`src/rtl/rpd_pkg.sv`:
```
package rpd_pkg;
  typedef enum logic [1:0] {
    ACC_IDLE  = 2'd0,
    ACC_ARRAY = 2'd1,
    ACC_CMD   = 2'd2,
    ACC_CLASH = 2'd3
  } acc_kind_e;

  localparam int unsigned NUM_BUF  = 2;
  localparam int unsigned CA_FLAGS = 4;
  localparam int unsigned CA_CTRL  = 5;
endpackage

```
`src/rtl/rpd_rst_sync.sv`:
```
module rpd_rst_sync #(
  parameter int STAGES = 2
) (
  input  logic clk,
  input  logic rst_n_in,
  output logic rst_n_out
);
  logic [STAGES-1:0] sync_q;

  always_ff @(posedge clk or negedge rst_n_in) begin
    if (!rst_n_in) sync_q <= '0;
    else           sync_q <= {sync_q[STAGES-2:0], 1'b1};
  end

  assign rst_n_out = sync_q[STAGES-1];
endmodule

```
`src/rtl/rpd_decode.sv`:
```
module rpd_decode
  import rpd_pkg::*;
#(
  parameter int DATA_W = 16,
  localparam int LANES = DATA_W / 8
) (
  input  logic             clk,
  input  logic             rst_n,
  input  logic             ce_n,
  input  logic             cmd_n,
  input  logic             rw_n,
  input  logic             oe_n,
  input  logic             lb_n,
  input  logic             ub_n,
  output logic [LANES-1:0] lane_en,
  output logic [LANES-1:0] arr_we,
  output logic             arr_re,
  output logic             reg_we,
  output logic             rd_accept,
  output logic             src_is_reg,
  output logic             clash
);
  acc_kind_e kind;

  always_comb begin
    unique case ({ce_n, cmd_n})
      2'b01:   kind = ACC_ARRAY;
      2'b10:   kind = ACC_CMD;
      2'b00:   kind = ACC_CLASH;
      default: kind = ACC_IDLE;
    endcase
  end

  for (genvar l = 0; l < LANES; l++) begin : g_lane
    if (l < LANES / 2) begin : g_lo
      assign lane_en[l] = !lb_n;
    end else begin : g_hi
      assign lane_en[l] = !ub_n;
    end
  end

  always_comb begin
    arr_we     = (kind == ACC_ARRAY && !rw_n) ? lane_en : '0;
    arr_re     = (kind == ACC_ARRAY) && rw_n;
    reg_we     = (kind == ACC_CMD) && !rw_n;
    rd_accept  = (kind == ACC_ARRAY || kind == ACC_CMD) && rw_n && !oe_n;
    src_is_reg = (kind == ACC_CMD);
    clash      = (kind == ACC_CLASH);
  end

  // lane strobes only follow their own enable pins
  assert_lane_gate_R4: assert property (@(posedge clk) disable iff (!rst_n)
    (arr_we[0] |-> !lb_n) and (arr_we[LANES-1] |-> !ub_n));

  // an array read request only arises from an array-selected read
  assert_array_read_R1: assert property (@(posedge clk) disable iff (!rst_n)
    arr_re |-> (!ce_n && cmd_n && rw_n));
endmodule

```
`src/rtl/rpd_cmd_regs.sv`:
```
module rpd_cmd_regs
  import rpd_pkg::*;
#(
  parameter int REG_W  = 12,
  parameter int CMD_AW = 3
) (
  input  logic                            clk,
  input  logic                            rst_n,
  input  logic                            reg_we,
  input  logic [CMD_AW-1:0]               reg_addr,
  input  logic [REG_W-1:0]                wdata,
  input  logic [REG_W-1:0]                wmask,
  input  logic [NUM_BUF-1:0]              eob_hit,
  output logic [REG_W-1:0]                rd_val,
  output logic [NUM_BUF-1:0][REG_W-1:0]   start_q,
  output logic [NUM_BUF-1:0][REG_W-1:0]   end_q,
  output logic [NUM_BUF-1:0]              eob_flag
);
  logic             ctrl_sel;
  logic             ctrl_wr;
  logic [REG_W-1:0] ctrl_q;
  logic [REG_W-1:0] ctrl_d;

  assign ctrl_sel = (reg_addr == CMD_AW'(CA_CTRL));
  assign ctrl_wr  = reg_we && ctrl_sel;

  for (genvar i = 0; i < NUM_BUF; i++) begin : g_buf
    logic             wr_start;
    logic             wr_end;
    logic [REG_W-1:0] start_r;
    logic [REG_W-1:0] end_r;
    logic [REG_W-1:0] start_d;
    logic [REG_W-1:0] end_d;
    logic             clr;
    logic             flag_r;
    logic             flag_d;

    assign wr_start = reg_we && (reg_addr == CMD_AW'(2 * i));
    assign wr_end   = reg_we && (reg_addr == CMD_AW'(2 * i + 1));
    assign clr      = ctrl_wr && wmask[i] && !wdata[i];

    always_comb begin
      start_d = (start_r & ~wmask) | (wdata & wmask);
      end_d   = (end_r & ~wmask) | (wdata & wmask);
      flag_d  = eob_hit[i] | (flag_r & !clr);
    end

    always_ff @(posedge clk or negedge rst_n) begin
      if (!rst_n) begin
        start_r <= '0;
      end else if (wr_start) begin
        start_r <= start_d;
      end
    end

    always_ff @(posedge clk or negedge rst_n) begin
      if (!rst_n) begin
        end_r <= '0;
      end else if (wr_end) begin
        end_r <= end_d;
      end
    end

    always_ff @(posedge clk or negedge rst_n) begin
      if (!rst_n) flag_r <= 1'b0;
      else        flag_r <= flag_d;
    end

    assign start_q[i]  = start_r;
    assign end_q[i]    = end_r;
    assign eob_flag[i] = flag_r;

    // a software clear without a coinciding event drops the flag
    assert_flag_clear_R6: assert property (@(posedge clk) disable iff (!rst_n)
      (clr && !eob_hit[i]) |=> !eob_flag[i]);

    // an event always leaves the flag set, clear or not
    assert_flag_set_R7: assert property (@(posedge clk) disable iff (!rst_n)
      eob_hit[i] |=> eob_flag[i]);
  end

  always_comb begin
    ctrl_d = (ctrl_q & ~wmask) | (wdata & wmask);
  end

  always_ff @(posedge clk or negedge rst_n) begin
    if (!rst_n) begin
      ctrl_q <= '0;
    end else if (ctrl_wr) begin
      ctrl_q <= ctrl_d;
    end
  end

  always_comb begin
    rd_val = '0;
    for (int i = 0; i < NUM_BUF; i++) begin
      if (reg_addr == CMD_AW'(2 * i))     rd_val = start_q[i];
      if (reg_addr == CMD_AW'(2 * i + 1)) rd_val = end_q[i];
    end
    if (reg_addr == CMD_AW'(CA_FLAGS)) rd_val = REG_W'(eob_flag);
    if (ctrl_sel)                      rd_val = ctrl_q;
  end

  // writes to the flag slot or the unused slots leave every stored word alone
  assert_ro_slots_R2: assert property (@(posedge clk) disable iff (!rst_n)
    (reg_we && reg_addr >= CMD_AW'(CA_FLAGS) && !ctrl_sel)
      |=> ($stable(start_q) && $stable(end_q) && $stable(ctrl_q)));
endmodule

```
`src/rtl/rpd_rdmux.sv`:
```
module rpd_rdmux #(
  parameter int DATA_W = 16,
  parameter int REG_W  = 12,
  localparam int LANES = DATA_W / 8
) (
  input  logic              clk,
  input  logic              rst_n,
  input  logic              rd_accept,
  input  logic              src_is_reg,
  input  logic [LANES-1:0]  lane_en,
  input  logic [REG_W-1:0]  reg_val,
  input  logic [DATA_W-1:0] arr_rdata,
  output logic [DATA_W-1:0] rdata,
  output logic              rd_valid
);
  logic              valid_q;
  logic              valid_d;
  logic              src_q;
  logic [LANES-1:0]  lane_q;
  logic [REG_W-1:0]  regval_q;
  logic [DATA_W-1:0] lane_mask;
  logic [DATA_W-1:0] raw;

  assign valid_d = rd_accept;

  always_ff @(posedge clk or negedge rst_n) begin
    if (!rst_n) valid_q <= 1'b0;
    else        valid_q <= valid_d;
  end

  always_ff @(posedge clk or negedge rst_n) begin
    if (!rst_n) begin
      src_q    <= 1'b0;
      lane_q   <= '0;
      regval_q <= '0;
    end else if (rd_accept) begin
      src_q    <= src_is_reg;
      lane_q   <= lane_en;
      regval_q <= reg_val;
    end
  end

  for (genvar l = 0; l < LANES; l++) begin : g_mask
    assign lane_mask[l*8 +: 8] = {8{lane_q[l]}};
  end

  always_comb begin
    raw      = src_q ? DATA_W'(regval_q) : arr_rdata;
    rdata    = valid_q ? (raw & lane_mask) : '0;
    rd_valid = valid_q;
  end

  // valid read data only ever follows an accepted read
  assert_valid_origin_R5: assert property (@(posedge clk) disable iff (!rst_n)
    rd_valid |-> $past(rd_accept));

  assert_accept_valid_R5: assert property (@(posedge clk) disable iff (!rst_n)
    rd_accept |=> rd_valid);
endmodule

```
`src/rtl/rpd_port.sv`:
```
module rpd_port
  import rpd_pkg::*;
#(
  parameter int ADDR_W = 13,
  parameter int DATA_W = 16,
  parameter int REG_W  = 12,
  parameter int CMD_AW = 3,
  localparam int LANES = DATA_W / 8
) (
  input  logic              clk,
  input  logic              rst_n,
  input  logic              ce_n,
  input  logic              cmd_n,
  input  logic              rw_n,
  input  logic              oe_n,
  input  logic              lb_n,
  input  logic              ub_n,
  input  logic [ADDR_W-1:0] addr,
  input  logic [DATA_W-1:0] wdata,
  output logic [DATA_W-1:0] rdata,
  output logic              rd_valid,
  output logic              sel_clash,
  output logic [ADDR_W-1:0] arr_addr,
  output logic [DATA_W-1:0] arr_wdata,
  output logic [LANES-1:0]  arr_we,
  output logic              arr_re,
  input  logic [DATA_W-1:0] arr_rdata,
  input  logic [1:0]        eob_hit,
  output logic [1:0]        eob_flag,
  output logic [REG_W-1:0]  buf1_start,
  output logic [REG_W-1:0]  buf1_end,
  output logic [REG_W-1:0]  buf2_start,
  output logic [REG_W-1:0]  buf2_end
);
  logic                          rst_n_s;
  logic [LANES-1:0]              lane_en;
  logic                          reg_we;
  logic                          rd_accept;
  logic                          src_is_reg;
  logic [REG_W-1:0]              wmask;
  logic [REG_W-1:0]              reg_val;
  logic [NUM_BUF-1:0][REG_W-1:0] start_q;
  logic [NUM_BUF-1:0][REG_W-1:0] end_q;

  rpd_rst_sync #(.STAGES(2)) u_rst (
    .clk       (clk),
    .rst_n_in  (rst_n),
    .rst_n_out (rst_n_s)
  );

  rpd_decode #(.DATA_W(DATA_W)) u_dec (
    .clk        (clk),
    .rst_n      (rst_n_s),
    .ce_n       (ce_n),
    .cmd_n      (cmd_n),
    .rw_n       (rw_n),
    .oe_n       (oe_n),
    .lb_n       (lb_n),
    .ub_n       (ub_n),
    .lane_en    (lane_en),
    .arr_we     (arr_we),
    .arr_re     (arr_re),
    .reg_we     (reg_we),
    .rd_accept  (rd_accept),
    .src_is_reg (src_is_reg),
    .clash      (sel_clash)
  );

  for (genvar b = 0; b < REG_W; b++) begin : g_wmask
    assign wmask[b] = lane_en[b / 8];
  end

  rpd_cmd_regs #(.REG_W(REG_W), .CMD_AW(CMD_AW)) u_regs (
    .clk      (clk),
    .rst_n    (rst_n_s),
    .reg_we   (reg_we),
    .reg_addr (addr[CMD_AW-1:0]),
    .wdata    (wdata[REG_W-1:0]),
    .wmask    (wmask),
    .eob_hit  (eob_hit),
    .rd_val   (reg_val),
    .start_q  (start_q),
    .end_q    (end_q),
    .eob_flag (eob_flag)
  );

  rpd_rdmux #(.DATA_W(DATA_W), .REG_W(REG_W)) u_rd (
    .clk        (clk),
    .rst_n      (rst_n_s),
    .rd_accept  (rd_accept),
    .src_is_reg (src_is_reg),
    .lane_en    (lane_en),
    .reg_val    (reg_val),
    .arr_rdata  (arr_rdata),
    .rdata      (rdata),
    .rd_valid   (rd_valid)
  );

  assign arr_addr   = addr;
  assign arr_wdata  = wdata;
  assign buf1_start = start_q[0];
  assign buf1_end   = end_q[0];
  assign buf2_start = start_q[1];
  assign buf2_end   = end_q[1];

  // both selects low: flagged, and nothing is written or read
  assert_clash_blocks_R3: assert property (@(posedge clk) disable iff (!rst_n_s)
    (!ce_n && !cmd_n) |-> (sel_clash && arr_we == '0 && !reg_we && !rd_accept));

  // both selects high: the port stays quiet
  assert_idle_quiet_R8: assert property (@(posedge clk) disable iff (!rst_n_s)
    (ce_n && cmd_n) |-> (arr_we == '0 && !arr_re && !reg_we && !rd_accept));
endmodule

```
`config.mk`:
```
export PLATFORM = sky130hd
export DESIGN_NAME = rpd_port
export DESIGN_NICKNAME = d
export VERILOG_FILES = /design/src/rtl/rpd_pkg.sv /design/src/rtl/rpd_rst_sync.sv /design/src/rtl/rpd_decode.sv /design/src/rtl/rpd_cmd_regs.sv /design/src/rtl/rpd_rdmux.sv /design/src/rtl/rpd_port.sv
export SDC_FILE = /design/constraint.sdc
export NUM_CORES = 1
export LEC_CHECK = 0
export ABC_AREA = 1
export CAP_MARGIN = 20
export CORE_ASPECT_RATIO = 0.9
export CORE_UTILIZATION = 44
export DETAILED_ROUTE_END_ITERATION = 10
export GPL_ROUTABILITY_DRIVEN = 0
export PLACE_DENSITY_LB_ADDON = 0.12
export SLEW_MARGIN = 40
export SYNTH_ARGS = -nofsm -noshare
export SYNTH_HDL_FRONTEND = slang
export SYNTH_SLANG_ARGS = --single-unit
```
`constraint.sdc`:
```
create_clock -name clk -period 3.15 [get_ports clk]
set_clock_uncertainty 0.2 [all_clocks]
set_input_delay 0.63 -clock clk [delete_from_list [all_inputs] [get_ports clk]]
set_output_delay 0.63 -clock clk [all_outputs]
set_load 0.03 [all_outputs]
```
==> Word-level counts from Yosys, hierarchy flattened <==
Cells that the tools add are included.
{ "word_totals": {"elab_cells": 73, "output_inout_bits": 100, "latchBits": 0, "mem_bits_rw": 0, "n_memories": 0, "mem_bits_ro": 0, "reg_bits": 80} }
{ "classes": {"n_mux": 10, "addsub": 0, "n_eq_ne": 10, "bitwise_logic": 17, "n_div": 0, "mul": 0, "reduce_logical": 24, "shift": 0, "magnitude_cmp": 0} }
{ "ops": {"columns": ["op", "count"], "rows": [
  ["$and A12 B12 Y12", 6],
  ["$mux W12", 6],
  ["$or A12 B12 Y12", 5],
  ["$mux W16", 2],
  ["$and A16 B16 Y16", 1],
  ["$logic_and A1 B1 Y1", 13],
  ["$not A12 Y12", 1],
  ["$logic_not A1 Y1", 8],
  ["$eq A2 B2 Y1 const B", 3],
  ["$eq A3 B2 Y1 const B", 2],
  ["$eq A3 B3 Y1 const B", 2],
  ["$pmux W2 S3", 1],
  ["$eq A2 B1 Y1 const B", 2],
  ["$eq A3 B1 Y1 const B", 1],
  ["$logic_not A3 Y1", 1],
  ["$and A1 B1 Y1", 2],
  ["$logic_not A2 Y1", 1],
  ["$mux W2", 1],
  ["$or A1 B1 Y1", 2],
  ["$logic_or A1 B1 Y1", 1]
]} }

==> Depth between registers and ports, before layout <==
Gate-level depths: netlist of the first run.
{ "depth": {"depth_word": 10, "depth_mapped": 9, "ltp_nobuf": 8} }

==> Modules after synthesis <==
Synthesis of the first run repeated with hierarchy kept, for this count alone.
{ "unflattened": {"hier_cells": 573, "area_unflattened_um2": 4306.6} }
{ "by_module_without_submodules": {"columns": ["mod", "n_inst", "cells_each", "seq_area_each_um2", "area_each_um2"], "rows": [
  ["rpd_cmd_regs", 1, 396, 1551.5, 3034.2],
  ["rpd_rdmux", 1, 128, 400.4, 910.9],
  ["rpd_port", 1, 29, 0.0, 217.7],
  ["rpd_decode", 1, 17, 0.0, 90.1],
  ["rpd_rst_sync", 1, 3, 50.0, 53.8]
]} }

==> Least setup slack after synthesis of the first run <==
No wires, ideal clock.
{ "synth_timing": {"path_type": "input-to-output", "start": "in ce_n", "end": "out arr_we[0]", "arrival_time_ns": 1.541, "required_ns": 2.320, "stages": 4, "path_slack_ns": 0.779, "cell_sequence": "inv_1 > ha_1 > inv_1 > nor3_1"} }
{ "synth_between": {"elab_chain_cells": 5} }
{ "synth_lines": {"columns": ["item", "line", "source"], "rows": [
  ["start, declared", "rpd_port.sv:12", "input logic ce_n,"],
  ["$eq A2 B2 Y1 (tied with other cells)", "rpd_decode.sv:26", "unique case ({ce_n, cmd_n})"],
  ["$pmux W2 S3 *", "rpd_decode.sv:26", null],
  ["$eq A2 B1 Y1 *", "rpd_decode.sv:43", "arr_we = (kind == ACC_ARRAY && !rw_n) ? lane_en : '0;"],
  ["$logic_and A1 B1 Y1 *", "rpd_decode.sv:43", null],
  ["$mux W2 *", "rpd_decode.sv:43", null],
  ["end, declared", "rpd_port.sv:25", "output logic [LANES-1:0] arr_we,"]
]} }
Every way passes the cells marked *; elsewhere a longest branch is shown, timed or not.

==> Final worst setup path of the first run <==
{ "layout_timing": {"start": "in ce_n", "end": "out arr_we[1]"} }
Same word-level chain as after synthesis.

==> results of run 1 <==
synthesized netlist by cell type:
master and count:
clkbuf_1 2, a21oi_1 18, inv_1 45, buf_4 37
o21ai_0 24, nand3_2 4, o21bai_1 2, buf_1 1
inv_2 5, dfrtp_1 80, nor2_1 40, nand4_1 11
o21ai_1 47, nand2_1 130, nand3_1 29, conb_1 1
nor2_4 4, nor2_2 2, buf_2 10, ha_1 3
nand2_2 3, nor3_1 13, clkinv_1 1
worst max-delay path, delay by kind of cell:
kind                     cells  cell delay [ps]
AND/OR/NAND/NOR              1              160
buffers and inverters        4             1310
adder cells (fa/ha/maj)      1              180
routing by layer:
metal	track usage	part of all wire	vias to the layer above
li1	-	-	1812
met1	0.309	0.46	1761
met2	0.391	0.46	140
met3	0.0516	0.065	15
met4	0.0563	0.013	0
met5	0	0	-
per-stage QoR:
step / cell area, um2 / utilization / instances / hold WS, ps
2_1_floorplan: 4070 / - / 512 / 131
3_3_place_gp: 5210 / 0.594 / 715 / 122
3_5_place_dp: 5210 / 0.594 / 715 / 123
4_1_cts: 5410 / 0.617 / 731 / 130
5_1_grt: 5410 / 0.617 / 731 / 136
6_report: 5410 / 0.617 / 731 / 94.3
placed cells by master, fill, tap and decap left out, drive strengths merged:
| cell type | netlist | layout |
|---|---|---|
| nand2 | 133 | 133 |
| clkdlybuf4s50 | 0 | 125 |
| dfrtp | 80 | 80 |
| o21ai | 71 | 71 |
| inv | 50 | 51 |
| nor2 | 46 | 46 |
| nand3 | 33 | 33 |
| a21oi | 18 | 18 |
| nor3 | 13 | 13 |
| clkbuf | 2 | 12 |
| nand4 | 11 | 11 |
| buf | 48 | 9 |
| ha | 3 | 3 |
| o21bai | 2 | 2 |
| clkinvlp | 0 | 2 |
| clkinv | 1 | 1 |
| bufinv | 0 | 1 |
| conb | 1 | 1 |
final timing paths:
kind                       slack [ps]            start                          to
max in group asynchronous        2310  u_rst.sync_q[1]           u_rd.regval_q[10]
setup / recovery                   50             ce_n                   arr_we[1]
hold / removal                     90  u_rst.sync_q[1]  asynchronous set/reset pin
min in group clk                  160  u_rst.sync_q[0]             u_rst.sync_q[1]
hold reg to reg                    90  u_rst.sync_q[1]  asynchronous set/reset pin
setup reg to reg                 1870       u_rd.src_q                  u_rd.src_q
report_power, final:
group	internal [W]	total, W	switching, W
Combinational	0.000317	0.000775	0.000458
Sequential	0.00117	0.00129	0.000119
Clock	0.000392	0.000763	0.000371
Total	0.00188	0.00283	0.000948
layout make-up:
| cell class | instances | area share |
|---|---|---|
| Timing Repair Buffer | 134 | 0.246 |
| Clock inverter | 4 | 0.00995 |
| Multi-Input combinational cell | 331 | 0.284 |
| Inverter | 51 | 0.0354 |
| Clock buffer | 12 | 0.0268 |
| Sequential cell | 80 | 0.370 |
| Tap cell | 119 | 0.0275 |
cells by family after synthesis:
| group | synth area share |
|---|---|
| AO/OA/AOI/OAI | 0.113 |
| flip-flops | 0.492 |
| AND/OR/NAND/NOR | 0.254 |
| buffers and inverters | 0.130 |
| other | 0.000922 |
| adder cells (fa/ha/maj) | 0.00923 |
==> flow_metrics.tcl, run 1 <==
set metrics [dict create \
    rr_worst_depth 2 \
    start_util 0.464 \
    clkTransAtPathRegs_ps 90 \
    drv_slew 0 \
    die_w_um 103 \
    die_h_um 93.2 \
    syn-cell-area_um2 4070 \
    grt_util_all_layers 0.235 \
    row_count 32 \
    clock_sinks 80 \
    netlist_top_cells_area "dfrtp_1 (49%), nand2_1 (12%), buf_4 (6.8%)" \
    avgRoutedWirePerCell_um 14.9 \
    grt_max_degree 79 \
    ir_worst_vdd_mv 0.312 \
    dieArea_um2 9630 \
    arrival_ps 2270 \
    layout_worst_path_cycle_share 0.984 \
    crit_chain "clkdlybuf4s50_1, inv_1, ha_1, inv_1, nor3_1, clkdlybuf4s50_1" \
    period_minus_slack_ps 3100 \
    cts_hold_buffers 0 \
    endpoint_kind "output pin" \
    num_vias 3728 \
    post_cts_resized 0 \
    diodes 0 \
    crit_path_start_kind "input pin" \
    routed_wl_mm 10.9 \
    postCtsSetupBuffers 0 \
    critPathRequiredTime_ps 2320 \
    cts_root_buf "clkbuf_8" \
    max_freq_mhz 323 \
    critical_path.slowest_cell "clkdlybuf4s50_1" \
    io_pins 155 \
    cp_max_fo 2 \
    synth_seq_cells 80 \
    drv_cap 0 \
    overflow 0 \
    cpPeakStageDelay_ps 720 \
    hold_violations 0 \
    total_power_w 0.00283 \
    drt-pass1-iter-count 5 \
    status "finished, final reports clean" \
    core_um2 8770 \
    drc 0 \
    nFillCells 776 \
    power_density_nw_per_um2 522 \
    htree_levels 3 \
    multi_input_area_um2 1540 \
    drive_gt1_frac 0.0686 \
    first_global_vias 3444 \
    fin_nets 665 \
    grt_pass1_wl_mm 16.9 \
    cts_tree "done" \
    antenna_found_initial 0 \
    ys_types 23 \
    min_path_type "reg -> async" \
    synth_top_cell_by_area "dfrtp_1" \
    register_area_um2 2000 \
    path_class "in -> out" \
    synth_cells 512 \
    cts.path.max_buffers 2 \
    syn_avg_cell_area_um2 7.94 \
    drt_iter0_markers 194 \
    final-setup-viol-count 0 \
    tns_ps 0 \
    via_per_inst 5.10 \
    static-leakage-power_nw 2.48 \
    cts_buffers 9 \
    synth_top_area_share 0.492 \
    yosysSeqAreaShare 0.492 \
    dpl.hpwl_mm 8.08 \
    clock_latency_ps 350 \
    io_buffers 126 \
    synthToLayoutAreaGrowth_pct 33.0 \
    synth.net_count 570 \
    place_ws_ps 67.9 \
    rsz0062_at_grt "no" \
    ys_warn_count 0 \
    setup_slack_ps 49.4 \
    detail-route-antenna-nets 0 \
]
No activity file was read; power rests on OpenSTA's default activity.
==> run 2, diff against run 1 <==
--- a/config.mk
+++ b/config.mk
@@ -9,6 +9,7 @@
 export CAP_MARGIN = 20
 export CORE_ASPECT_RATIO = 0.9
 export CORE_UTILIZATION = 44
+export CTS_CLUSTER_DIAMETER = 50
 export DETAILED_ROUTE_END_ITERATION = 10
 export GPL_ROUTABILITY_DRIVEN = 0
 export PLACE_DENSITY_LB_ADDON = 0.12
==> results of run 2 <==
Final layout, timing and power as in run 1 (identical DEF).
